$ cat config.mk
export PLATFORM = sky130hd
export DESIGN_NAME = wbi_coherence_ctrl
export DESIGN_NICKNAME = d
export VERILOG_FILES = /design/src/rtl/wbi_pkg.sv /design/src/rtl/wbi_line_store.sv /design/src/rtl/wbi_snoop_unit.sv /design/src/rtl/wbi_coherence_ctrl.sv
export SDC_FILE = /design/constraint.sdc
export NUM_CORES = 1
export LEC_CHECK = 0
export BUFFER_PORTS_ARGS = -buffer_cell sky130_fd_sc_hd__buf_4
export CORE_ASPECT_RATIO = 0.5
export CORE_UTILIZATION = 61
export DETAILED_ROUTE_END_ITERATION = 7
export GPL_ROUTABILITY_DRIVEN = 0
export GPL_TIMING_DRIVEN = 1
export PLACE_DENSITY_LB_ADDON = 0.2
export SETUP_SLACK_MARGIN = 0.05
export SLEW_MARGIN = 20
export SYNTH_ARGS = -nofsm -noshare
export SYNTH_HDL_FRONTEND = slang
export SYNTH_HIERARCHICAL = 1
export SYNTH_SLANG_ARGS = --single-unit
$ cat constraint.sdc
create_clock -name clk -period 7.11 [get_ports clk]
set_input_delay 0 -clock clk [delete_from_list [all_inputs] [get_ports clk]]
set_output_delay 0 -clock clk [all_outputs]
set_load 0.01 [all_outputs]
$ cat src/rtl/wbi_pkg.sv
package wbi_pkg;
  typedef enum logic [1:0] {
    LN_INV = 2'b00,
    LN_SHR = 2'b01,
    LN_EXC = 2'b10
  } line_st_t;

  typedef enum logic [1:0] {
    BC_NONE   = 2'b00,
    BC_RDMISS = 2'b01,
    BC_WRMISS = 2'b10,
    BC_WBACK  = 2'b11
  } bus_cmd_t;

  typedef enum logic [2:0] {
    CS_IDLE,
    CS_ARB,
    CS_WB,
    CS_MISS,
    CS_DONE
  } ctl_st_t;
endpackage

$ cat src/rtl/wbi_line_store.sv
module wbi_line_store
  import wbi_pkg::*;
#(
  parameter int IDX_W  = 2,
  parameter int TAG_W  = 10,
  parameter int DATA_W = 8
) (
  input  logic              clk,
  input  logic              rst_n,
  input  logic [IDX_W-1:0]  cpu_idx,
  input  logic [IDX_W-1:0]  snp_idx,
  input  logic              s_we,
  input  line_st_t          s_state,
  input  logic              c_we,
  input  line_st_t          c_state,
  input  logic [TAG_W-1:0]  c_tag,
  input  logic [DATA_W-1:0] c_data,
  output line_st_t          cpu_st,
  output logic [TAG_W-1:0]  cpu_tag,
  output logic [DATA_W-1:0] cpu_data,
  output line_st_t          snp_st,
  output logic [TAG_W-1:0]  snp_tag,
  output logic [DATA_W-1:0] snp_data
);
  localparam int LINES = 1 << IDX_W;

  line_st_t          st_a  [LINES];
  logic [TAG_W-1:0]  tag_a [LINES];
  logic [DATA_W-1:0] dat_a [LINES];

  for (genvar i = 0; i < LINES; i++) begin : g_line
    localparam logic [IDX_W-1:0] MY_IDX = IDX_W'(i);
    line_st_t          st_r;
    logic [TAG_W-1:0]  tag_r;
    logic [DATA_W-1:0] dat_r;
    logic              s_hit_w, c_hit_w;

    assign s_hit_w = s_we && (snp_idx == MY_IDX);
    assign c_hit_w = c_we && (cpu_idx == MY_IDX);

    // snoop update wins over processor update on the same line
    always_ff @(posedge clk or negedge rst_n) begin
      if (!rst_n)       st_r <= LN_INV;
      else if (s_hit_w) st_r <= s_state;
      else if (c_hit_w) st_r <= c_state;
    end

    always_ff @(posedge clk) begin
      if (c_hit_w) begin
        tag_r <= c_tag;
        dat_r <= c_data;
      end
    end

    assign st_a[i]  = st_r;
    assign tag_a[i] = tag_r;
    assign dat_a[i] = dat_r;
  end

  assign cpu_st   = st_a[cpu_idx];
  assign cpu_tag  = tag_a[cpu_idx];
  assign cpu_data = dat_a[cpu_idx];
  assign snp_st   = st_a[snp_idx];
  assign snp_tag  = tag_a[snp_idx];
  assign snp_data = dat_a[snp_idx];
endmodule

$ cat src/rtl/wbi_snoop_unit.sv
module wbi_snoop_unit
  import wbi_pkg::*;
#(
  parameter int TAG_W  = 10,
  parameter int DATA_W = 8
) (
  input  logic              clk,
  input  logic              rst_n,
  input  logic              snp_valid,
  input  logic [1:0]        snp_cmd,
  input  logic [TAG_W-1:0]  snp_tag,
  input  line_st_t          line_st,
  input  logic [TAG_W-1:0]  line_tag,
  input  logic [DATA_W-1:0] line_data,
  output logic              upd_we,
  output line_st_t          upd_state,
  output logic              abort,
  output logic [DATA_W-1:0] supply
);
  logic hit, is_rd, is_wr;

  assign hit   = snp_valid && (line_st != LN_INV) && (line_tag == snp_tag);
  assign is_rd = (snp_cmd == BC_RDMISS);
  assign is_wr = (snp_cmd == BC_WRMISS);

  always_comb begin
    upd_we    = 1'b0;
    upd_state = LN_INV;
    abort     = 1'b0;
    if (hit && (line_st == LN_EXC) && (is_rd || is_wr)) begin
      abort     = 1'b1;
      upd_we    = 1'b1;
      upd_state = is_rd ? LN_SHR : LN_INV;
    end else if (hit && (line_st == LN_SHR) && is_wr) begin
      upd_we    = 1'b1;
      upd_state = LN_INV;
    end
  end

  assign supply = abort ? line_data : '0;

  // a downgrade that drops exclusivity must come with an abort
  assert_abort_with_downgrade_R9: assert property (@(posedge clk) disable iff (!rst_n)
    (upd_we && line_st == LN_EXC) |-> (abort && snp_valid));
endmodule

$ cat src/rtl/wbi_coherence_ctrl.sv
module wbi_coherence_ctrl
  import wbi_pkg::*;
#(
  parameter int ADDR_W = 12,
  parameter int IDX_W  = 2,
  parameter int DATA_W = 8
) (
  input  logic              clk,
  input  logic              rst_n,
  input  logic              cpu_req,
  input  logic              cpu_we,
  input  logic [ADDR_W-1:0] cpu_addr,
  input  logic [DATA_W-1:0] cpu_wdata,
  output logic              cpu_ack,
  output logic [DATA_W-1:0] cpu_rdata,
  output logic              bus_req,
  input  logic              bus_gnt,
  output logic              bus_valid,
  output logic [1:0]        bus_cmd,
  output logic [ADDR_W-1:0] bus_addr,
  output logic [DATA_W-1:0] bus_wdata,
  input  logic [DATA_W-1:0] bus_rdata,
  input  logic              snp_valid,
  input  logic [1:0]        snp_cmd,
  input  logic [ADDR_W-1:0] snp_addr,
  output logic              snp_abort,
  output logic [DATA_W-1:0] snp_data
);
  localparam int TAG_W = ADDR_W - IDX_W;

  ctl_st_t           ctl_q, ctl_d;
  logic [DATA_W-1:0] rdata_q, rdata_d;
  logic              rdata_en;

  logic [IDX_W-1:0]  c_idx, s_idx;
  logic [TAG_W-1:0]  c_tag_req, s_tag_req;
  line_st_t          cpu_st, snp_st, s_state, c_state;
  logic [TAG_W-1:0]  cpu_ltag, snp_ltag;
  logic [DATA_W-1:0] cpu_ldata, snp_ldata, c_data;
  logic              s_we, c_we, cpu_hit;
  bus_cmd_t          cmd_d;

  assign c_idx     = cpu_addr[IDX_W-1:0];
  assign c_tag_req = cpu_addr[ADDR_W-1:IDX_W];
  assign s_idx     = snp_addr[IDX_W-1:0];
  assign s_tag_req = snp_addr[ADDR_W-1:IDX_W];

  wbi_line_store #(.IDX_W(IDX_W), .TAG_W(TAG_W), .DATA_W(DATA_W)) u_store (
    .clk(clk), .rst_n(rst_n),
    .cpu_idx(c_idx), .snp_idx(s_idx),
    .s_we(s_we), .s_state(s_state),
    .c_we(c_we), .c_state(c_state), .c_tag(c_tag_req), .c_data(c_data),
    .cpu_st(cpu_st), .cpu_tag(cpu_ltag), .cpu_data(cpu_ldata),
    .snp_st(snp_st), .snp_tag(snp_ltag), .snp_data(snp_ldata)
  );

  wbi_snoop_unit #(.TAG_W(TAG_W), .DATA_W(DATA_W)) u_snoop (
    .clk(clk), .rst_n(rst_n),
    .snp_valid(snp_valid), .snp_cmd(snp_cmd), .snp_tag(s_tag_req),
    .line_st(snp_st), .line_tag(snp_ltag), .line_data(snp_ldata),
    .upd_we(s_we), .upd_state(s_state),
    .abort(snp_abort), .supply(snp_data)
  );

  assign cpu_hit = (cpu_st != LN_INV) && (cpu_ltag == c_tag_req);

  always_comb begin
    ctl_d     = ctl_q;
    rdata_en  = 1'b0;
    rdata_d   = rdata_q;
    c_we      = 1'b0;
    c_state   = LN_INV;
    c_data    = cpu_wdata;
    cmd_d     = BC_NONE;
    bus_addr  = '0;
    bus_wdata = '0;
    unique case (ctl_q)
      CS_IDLE: begin
        // a snoop in the same cycle owns the line array
        if (cpu_req && !snp_valid) begin
          if (!cpu_we && cpu_hit) begin
            rdata_en = 1'b1;
            rdata_d  = cpu_ldata;
            ctl_d    = CS_DONE;
          end else if (cpu_we && cpu_hit && cpu_st == LN_EXC) begin
            c_we    = 1'b1;
            c_state = LN_EXC;
            ctl_d   = CS_DONE;
          end else begin
            ctl_d = CS_ARB;
          end
        end
      end
      CS_ARB: begin
        // state re-read here so that snoops seen while waiting take effect
        if (bus_gnt) begin
          if (cpu_st == LN_EXC && cpu_ltag != c_tag_req) ctl_d = CS_WB;
          else                                            ctl_d = CS_MISS;
        end
      end
      CS_WB: begin
        cmd_d     = BC_WBACK;
        bus_addr  = {cpu_ltag, c_idx};
        bus_wdata = cpu_ldata;
        ctl_d     = CS_MISS;
      end
      CS_MISS: begin
        cmd_d    = cpu_we ? BC_WRMISS : BC_RDMISS;
        bus_addr = cpu_addr;
        c_we     = 1'b1;
        c_state  = cpu_we ? LN_EXC : LN_SHR;
        c_data   = cpu_we ? cpu_wdata : bus_rdata;
        rdata_en = 1'b1;
        rdata_d  = bus_rdata;
        ctl_d    = CS_DONE;
      end
      CS_DONE: ctl_d = CS_IDLE;
      default: ctl_d = CS_IDLE;
    endcase
  end

  always_ff @(posedge clk or negedge rst_n) begin
    if (!rst_n) ctl_q <= CS_IDLE;
    else        ctl_q <= ctl_d;
  end

  always_ff @(posedge clk) begin
    if (rdata_en) rdata_q <= rdata_d;
  end

  assign cpu_ack   = (ctl_q == CS_DONE);
  assign cpu_rdata = rdata_q;
  assign bus_req   = (ctl_q == CS_ARB) || (ctl_q == CS_WB) || (ctl_q == CS_MISS);
  assign bus_valid = (cmd_d != BC_NONE);
  assign bus_cmd   = cmd_d;

  assert_bus_granted_R12: assert property (@(posedge clk) disable iff (!rst_n)
    bus_valid |-> (bus_gnt && bus_req));

  assert_wb_then_miss_R6: assert property (@(posedge clk) disable iff (!rst_n)
    (bus_valid && bus_cmd == BC_WBACK) |=>
      (bus_valid && (bus_cmd == BC_RDMISS || bus_cmd == BC_WRMISS)));

  assert_ack_pulse_R3: assert property (@(posedge clk) disable iff (!rst_n)
    cpu_ack |=> !cpu_ack);

  assert_fill_needs_grant_R11: assert property (@(posedge clk) disable iff (!rst_n)
    c_we |-> (bus_gnt || (cpu_we && cpu_st == LN_EXC && !bus_req)));
endmodule

# [Word-level counts from Yosys, hierarchy flattened]
# Cells that the tools add are included.
[totals] register_bits=91 input_bits=48 output_inout_bits=42 word_cells=135
[op_classes] order_cmp=2 n_eq_ne=21 n_mux=58 bitwise=2 reduce_logical=38
[ops] operator="$mux 8" n=10
[ops] operator="$bmux 10 s2" n=2
[ops] operator="$mux 10" n=4
[ops] operator="$mux 2" n=17
[ops] operator="$bmux 8 s2" n=2
[ops] operator="$pmux 12 s2" n=1
[ops] operator="$eq 10x10->1" n=2
[ops] operator="$logic_and 1x1->1" n=20
[ops] operator="$pmux 8 s2" n=1
[ops] operator="$reduce_bool 2->1" n=8
[ops] operator="$eq 2x2->1 const B" n=7
[ops] operator="$mux 3" n=4
[ops] operator="$pmux 3 s4" n=1
[ops] operator="$mux 1" n=10
[ops] operator="$ne 10x10->1" n=1
[ops] operator="$bmux 2 s2" n=2
[ops] operator="$eq 2x1->1 const B" n=4
[ops] operator="$pmux 2 s2" n=2
[ops] operator="$eq 3x2->1 const B" n=2
[ops] operator="$ge 3x3->1 const B" n=2
[ops] operator="$ne 2x2->1 const B" n=3
[ops] operator="$not 2->3" n=2
[ops] operator="$logic_not 2->1" n=2
[ops] operator="$pmux 1 s2" n=2
[ops] operator="7 further kinds" n=10

# [Logic depth before layout (Yosys ltp)]
[depth] ltp_word=15 ltp_mapped=11 mapped_depth_nobuf=9

# [Modules after synthesis]
# The synthesis kept the hierarchy.
[by_module_without_submodules] mod="wbi_line_store" instances=1 cells_each=164 area_each_um2=3594.7 seq_area_each_um2=2362.3
[by_module_without_submodules] mod="wbi_coherence_ctrl" instances=1 cells_each=119 area_each_um2=1112.3 seq_area_each_um2=315.3
[by_module_without_submodules] mod="wbi_snoop_unit" instances=1 cells_each=47 area_each_um2=375.4 seq_area_each_um2=0.0

# [Worst setup path after synthesis]
# No wires, ideal clock.
[synth_path] path_kind="reg-to-reg" startpoint="reg u_store.g_line[3].tag_r[7]" endpoint="reg u_store.g_line[0].st_r[0]" setup_ns=0.124 t_arrival_ns=2.896 setup_slack_ns=4.090 path_stages_with_launch=10 path_buffers=0 period_less_slack_ns=3.020 cell_sequence="edfxtp_1 > mux4_2 > xnor2_1 > nand4_1 > nor2_1 > and4_1 > a21o_1 > nor3b_2 > mux2i_1 > a21oi_1"
[synth_via] elab_chain_len=13 word_cells_on_any_way=32 classes_between="2 x eq/ne; 18 x mux; 12 x reduce/logical"
[synth_rtl] element="start: declaration" line="wbi_line_store.sv:34" rtl="logic [TAG_W-1:0] tag_r;"
[synth_rtl] element="start signal: assignment" line="wbi_line_store.sv:50" rtl="tag_r <= c_tag;"
[synth_rtl] element="$bmux 10 s2 *" line="wbi_line_store.sv:61" rtl="assign cpu_tag = tag_a[cpu_idx];"
[synth_rtl] element="$mux 10 (implied by the code) * (2 in series)" line="wbi_line_store.sv:61"
[synth_rtl] element="named net cpu_ltag[7]" line="wbi_coherence_ctrl.sv:38" rtl="logic [TAG_W-1:0] cpu_ltag, snp_ltag;"
[synth_rtl] element="$eq 10x10->1 *" line="wbi_coherence_ctrl.sv:65" rtl="assign cpu_hit = (cpu_st != LN_INV) && (cpu_ltag == c_tag_req);"
[synth_rtl] element="$logic_and 1x1->1 *" line="wbi_coherence_ctrl.sv:65"
[synth_rtl] element="$logic_and 1x1->1 (2 in series)" line="wbi_coherence_ctrl.sv:85" rtl="end else if (cpu_we && cpu_hit && cpu_st == LN_EXC) begin"
[synth_rtl] element="$mux 1" line="wbi_coherence_ctrl.sv:85"
[synth_rtl] element="$mux 1 *" line="wbi_coherence_ctrl.sv:81" rtl="if (!cpu_we && cpu_hit) begin"
[synth_rtl] element="$mux 1 *" line="wbi_coherence_ctrl.sv:80" rtl="if (cpu_req && !snp_valid) begin"
[synth_rtl] element="$pmux 1 s2 *" line="wbi_coherence_ctrl.sv:77" rtl="unique case (ctl_q)"
[synth_rtl] element="named net c_we" line="wbi_coherence_ctrl.sv:40" rtl="logic s_we, c_we, cpu_hit;"
[synth_rtl] element="$logic_and 1x1->1 *" line="wbi_line_store.sv:39" rtl="assign c_hit_w = c_we && (cpu_idx == MY_IDX);"
[synth_rtl] element="named net u_store.g_line[0].c_hit_w" line="wbi_line_store.sv:36" rtl="logic s_hit_w, c_hit_w;"
[synth_rtl] element="$reduce_bool 2->1 (no source line) *"
[synth_rtl] element="end signal: assignment" line="wbi_line_store.sv:44" rtl="else if (s_hit_w) st_r <= s_state;"
[synth_rtl] element="end signal: assignment" line="wbi_line_store.sv:45" rtl="else if (c_hit_w) st_r <= c_state;"
[synth_rtl] element="end: declaration" line="wbi_line_store.sv:33" rtl="line_st_t st_r;"
# Mark *: on every way through the listed nets, which the timed path passes. The rest lies on a longest branch. The select of a mux whose other input is x is not followed.
# A chain may end at the register's enable or synchronous reset.

# [Worst setup path in the final report]
[layout_path] startpoint="reg u_store.g_line[3].tag_r[2]" endpoint="reg u_store.g_line[0].st_r[0]"
[layout_via] word_cells_on_any_way=32 classes_between="2 x eq/ne; 18 x mux; 12 x reduce/logical"
[layout_lines] element="$bmux 10 s2 *" line="wbi_line_store.sv:64" rtl="assign snp_tag = tag_a[snp_idx];"
[layout_lines] element="$mux 10 (implied by the code) * (2 in series)" line="wbi_line_store.sv:64"
[layout_lines] element="named net snp_ltag[2]" line="wbi_coherence_ctrl.sv:38"
[layout_lines] element="$eq 10x10->1 *" line="wbi_snoop_unit.sv:22" rtl="assign hit = snp_valid && (line_st != LN_INV) && (line_tag == snp_tag);"
[layout_lines] element="$logic_and 1x1->1 *" line="wbi_snoop_unit.sv:22"
[layout_lines] element="$logic_and 1x1->1 (2 in series)" line="wbi_snoop_unit.sv:34" rtl="end else if (hit && (line_st == LN_SHR) && is_wr) begin"
[layout_lines] element="$mux 1" line="wbi_snoop_unit.sv:34"
[layout_lines] element="$mux 1 *" line="wbi_snoop_unit.sv:30" rtl="if (hit && (line_st == LN_EXC) && (is_rd || is_wr)) begin"
[layout_lines] element="named net s_we" line="wbi_coherence_ctrl.sv:40"
[layout_lines] element="$logic_and 1x1->1 *" line="wbi_line_store.sv:38" rtl="assign s_hit_w = s_we && (snp_idx == MY_IDX);"
[layout_lines] element="$mux 2 / $reduce_bool 2->1 (equally long branches)"
# Marks and branches as above.

==> metrics.cfg <==
[status]
status = finished, final reports clean

[global_routing]
track_usage_pct = 28.76
antenna_found_initial = 0
grt_overflow = 0
first_global_vias = 3354
grt_max_degree = 26
grt_pass1_wl_mm = 17.51

[drt]
wl_per_cell_microns = 21.29
vias = 3384
final_antenna_net_count = 0
wl_mm = 11.67
first_iter_violations = 242
vias_per_cell = 6.175
drc = 0
dr.pass1.iters = 4

[cells_and_area]
diodes = 0
mostFrequentLayoutCell = buf_4
nets = 481
final_cell_mix = buf_4 (90), edfxtp_1 (80), mux4_2 (38)
drive_gt1_share_pct = 41.28
fill_cells = 487
area_growth_pct = 22.33

[yosys]
synthesis.area_sq_um = 5082
ys.flop_type = edfxtp_1
synth_nets = 380
syn_inst = 330
synth_seq_area_share_pct = 52.68
synth_cell_type_count = 52
yosys.area.top_type = edfxtp_1
yosysTopAreaCellShare_pct = 47.27
synth-edff-count = 80
synth_area_leaders = edfxtp_1 (47%), mux4_2 (17%), dfrtp_1 (5.4%)
synth_area_per_cell_sq_um = 15.40
synthArstFlopShare_pct = 12.09
synth-seq-cells = 91
ys_warn_count = 6

[sta]
setup_viol = 0
worstMarginPinSlew_ns = 1.008
hold_viol_final = 0
period_share_pct = 47.78
slew_headroom_pct = 32.79
rsz0062_at_grt = no
min_period_ns = 3.397
tns_ns = 0
slew_violations = 0
skew_ns = 0.007557
fmax_ghz = 0.2943
setup_ws_ns = 3.713

[die]
row_count = 23
die_x_microns = 131.1
die-area_sq_um = 8723
core_area_sq_um = 8029
io_pins = 90
start_util_pct = 63.30
die-height_microns = 66.55

[cts]
htree_levels = 3
numCtsBuffers = 9
cts_tree = yes
post_cts_resized = 0
clock_latency_ns = 0.34
post_cts_buffers = 0
clk_path_buf_depth = 2
clk_transition_reported_paths_ns = 0.06
cts_root_buffer = clkbuf_16
postCtsHoldBufs = 20
cts.sinks = 91

[critical_path]
path_class = reg2reg
critPathCaptureType = flop
cp.required_ns = 7.33
crit_fanout = 11
worstPathArrival_ns = 3.62
startpoint_type = flop

[job]
drv_cap = 0

[pwr]
clock_power_share_pct = 26.8
powerDensity_nw_per_um2 = 266.5
sequentialPowerShare_pct = 42.8
power.internal_mw = 1.151
p_comb_share_pct = 30.4
cellLeakagePower_nw = 2.298
vdd_ir_drop_max_mv = 0.1878
p_sw_uw = 506.5
p_sw_share_pct = 30.57

[place]
place_hpwl_mm = 7.713
post-place-ws_ns = 3.563
port_buffers = 89

[hold_path]
hp-class = in2reg

registers in the layout, indices dropped and copies added, names as in the netlist:
| name | flops |
|---|---|
| u_store/g_line.st_r | 8 |
| cpu_rdata | 8 |
| u_store/g_line.tag_r | 40 |
| u_store/g_line.dat_r | 32 |
| ctl_q | 3 |
critical path: stages (launching register included):
cell	delay (ns)
edfxtp_1	0.38
mux4_2	0.50
xnor2_1	0.18
nand4_1	0.71
nor4_1	0.81
or3b_1	0.50
nor2_1	0.14
a21oi_1	0.06
area by class of cell:
type	count	area (sq um)	area share (%)
sequential	91	2678	43.07
timing repair buffer	111	883.3	14.21
clock buffer	13	260.3	4.186
clock inverter	3	13.76	0.2214
inverter	9	36.28	0.5836
tap	112	140.1	2.254
multi-input combinational	209	2206	35.48
power by group through the flow:
stage | clock network, mW | logic [mW] | registers [mW]
6_report | 0.444 | 0.505 | 0.709
5_1_grt | 0.469 | 0.544 | 0.714
4_1_cts | 0.449 | 0.501 | 0.707
3_5_place_dp | 0 | 0.491 | 0.718
3_3_place_gp | 0 | 0.475 | 0.712
2_1_floorplan | 0 | 0.341 | 0.689
worst paths after layout:
check | start | slack [ns] | endpoint | cells after the start
max | u_store/g_line[3].tag_r[2] | 3.71 | u_store/g_line[0].st_r[0] | 7
min | cpu_wdata[4] | 0.01 | u_store/g_line[1].dat_r[4] | 2
max reg2reg | u_store/g_line[3].tag_r[2] | 3.71 | u_store/g_line[0].st_r[0] | 7
min reg2reg | ctl_q[2] | 0.56 | ctl_q[1] | 1
max in group asynchronous | rst_n | 6.92 | u_store/g_line[2].st_r[0] | 2
min in group asynchronous | rst_n | 0.04 | u_store/g_line[3].st_r[1] | 2
synthesized netlist by cell type, drive strengths merged (9+ instances only):
cell / instances
edfxtp: 80
mux4: 40
nor2: 29
buf: 18
mux2i: 18
mux2: 16
xnor2: 15
a21oi: 14
and2: 11
dfrtp: 11
nand2: 11
nor4: 11
inv: 9
stage by stage:
stage	util, %	total power [mW]	hold WS, ns	area (sq um)	cells
2_1_floorplan	-	1.030	-0.2956	5082	330
3_3_place_gp	71.39	1.187	-0.1594	5732	511
3_5_place_dp	71.40	1.209	-0.1563	5733	511
4_1_cts	77.31	1.657	0.007205	6207	547
5_1_grt	77.43	1.727	0.01794	6217	548
6_report	77.43	1.657	0.01269	6217	548
routing by layer:
metal	vias to the layer above	part of all wire (%)	global-route usage, %
met4	0	2.0	10.06
met2	187	47	46.49
li1	1500	-	-
met1	1675	42	37.43
met3	22	8.9	8.594
met5	-	0	0
cell families (layout without fill, tap and decap cells):
group / after synthesis / after routing / synth area share [%]
compound gates: 24 / 24 / 2.733
xor+xnor: 20 / 20 / 3.447
fa+ha+maj: 2 / 2 / 0.4923
buf+inv: 30 / 136 / 3.988
flops: 91 / 91 / 52.68
mux: 74 / 74 / 25.48
other cells: 1 / 1 / 0.07378
simple gates: 88 / 88 / 11.10
Power figures use the tool's default switching activity.
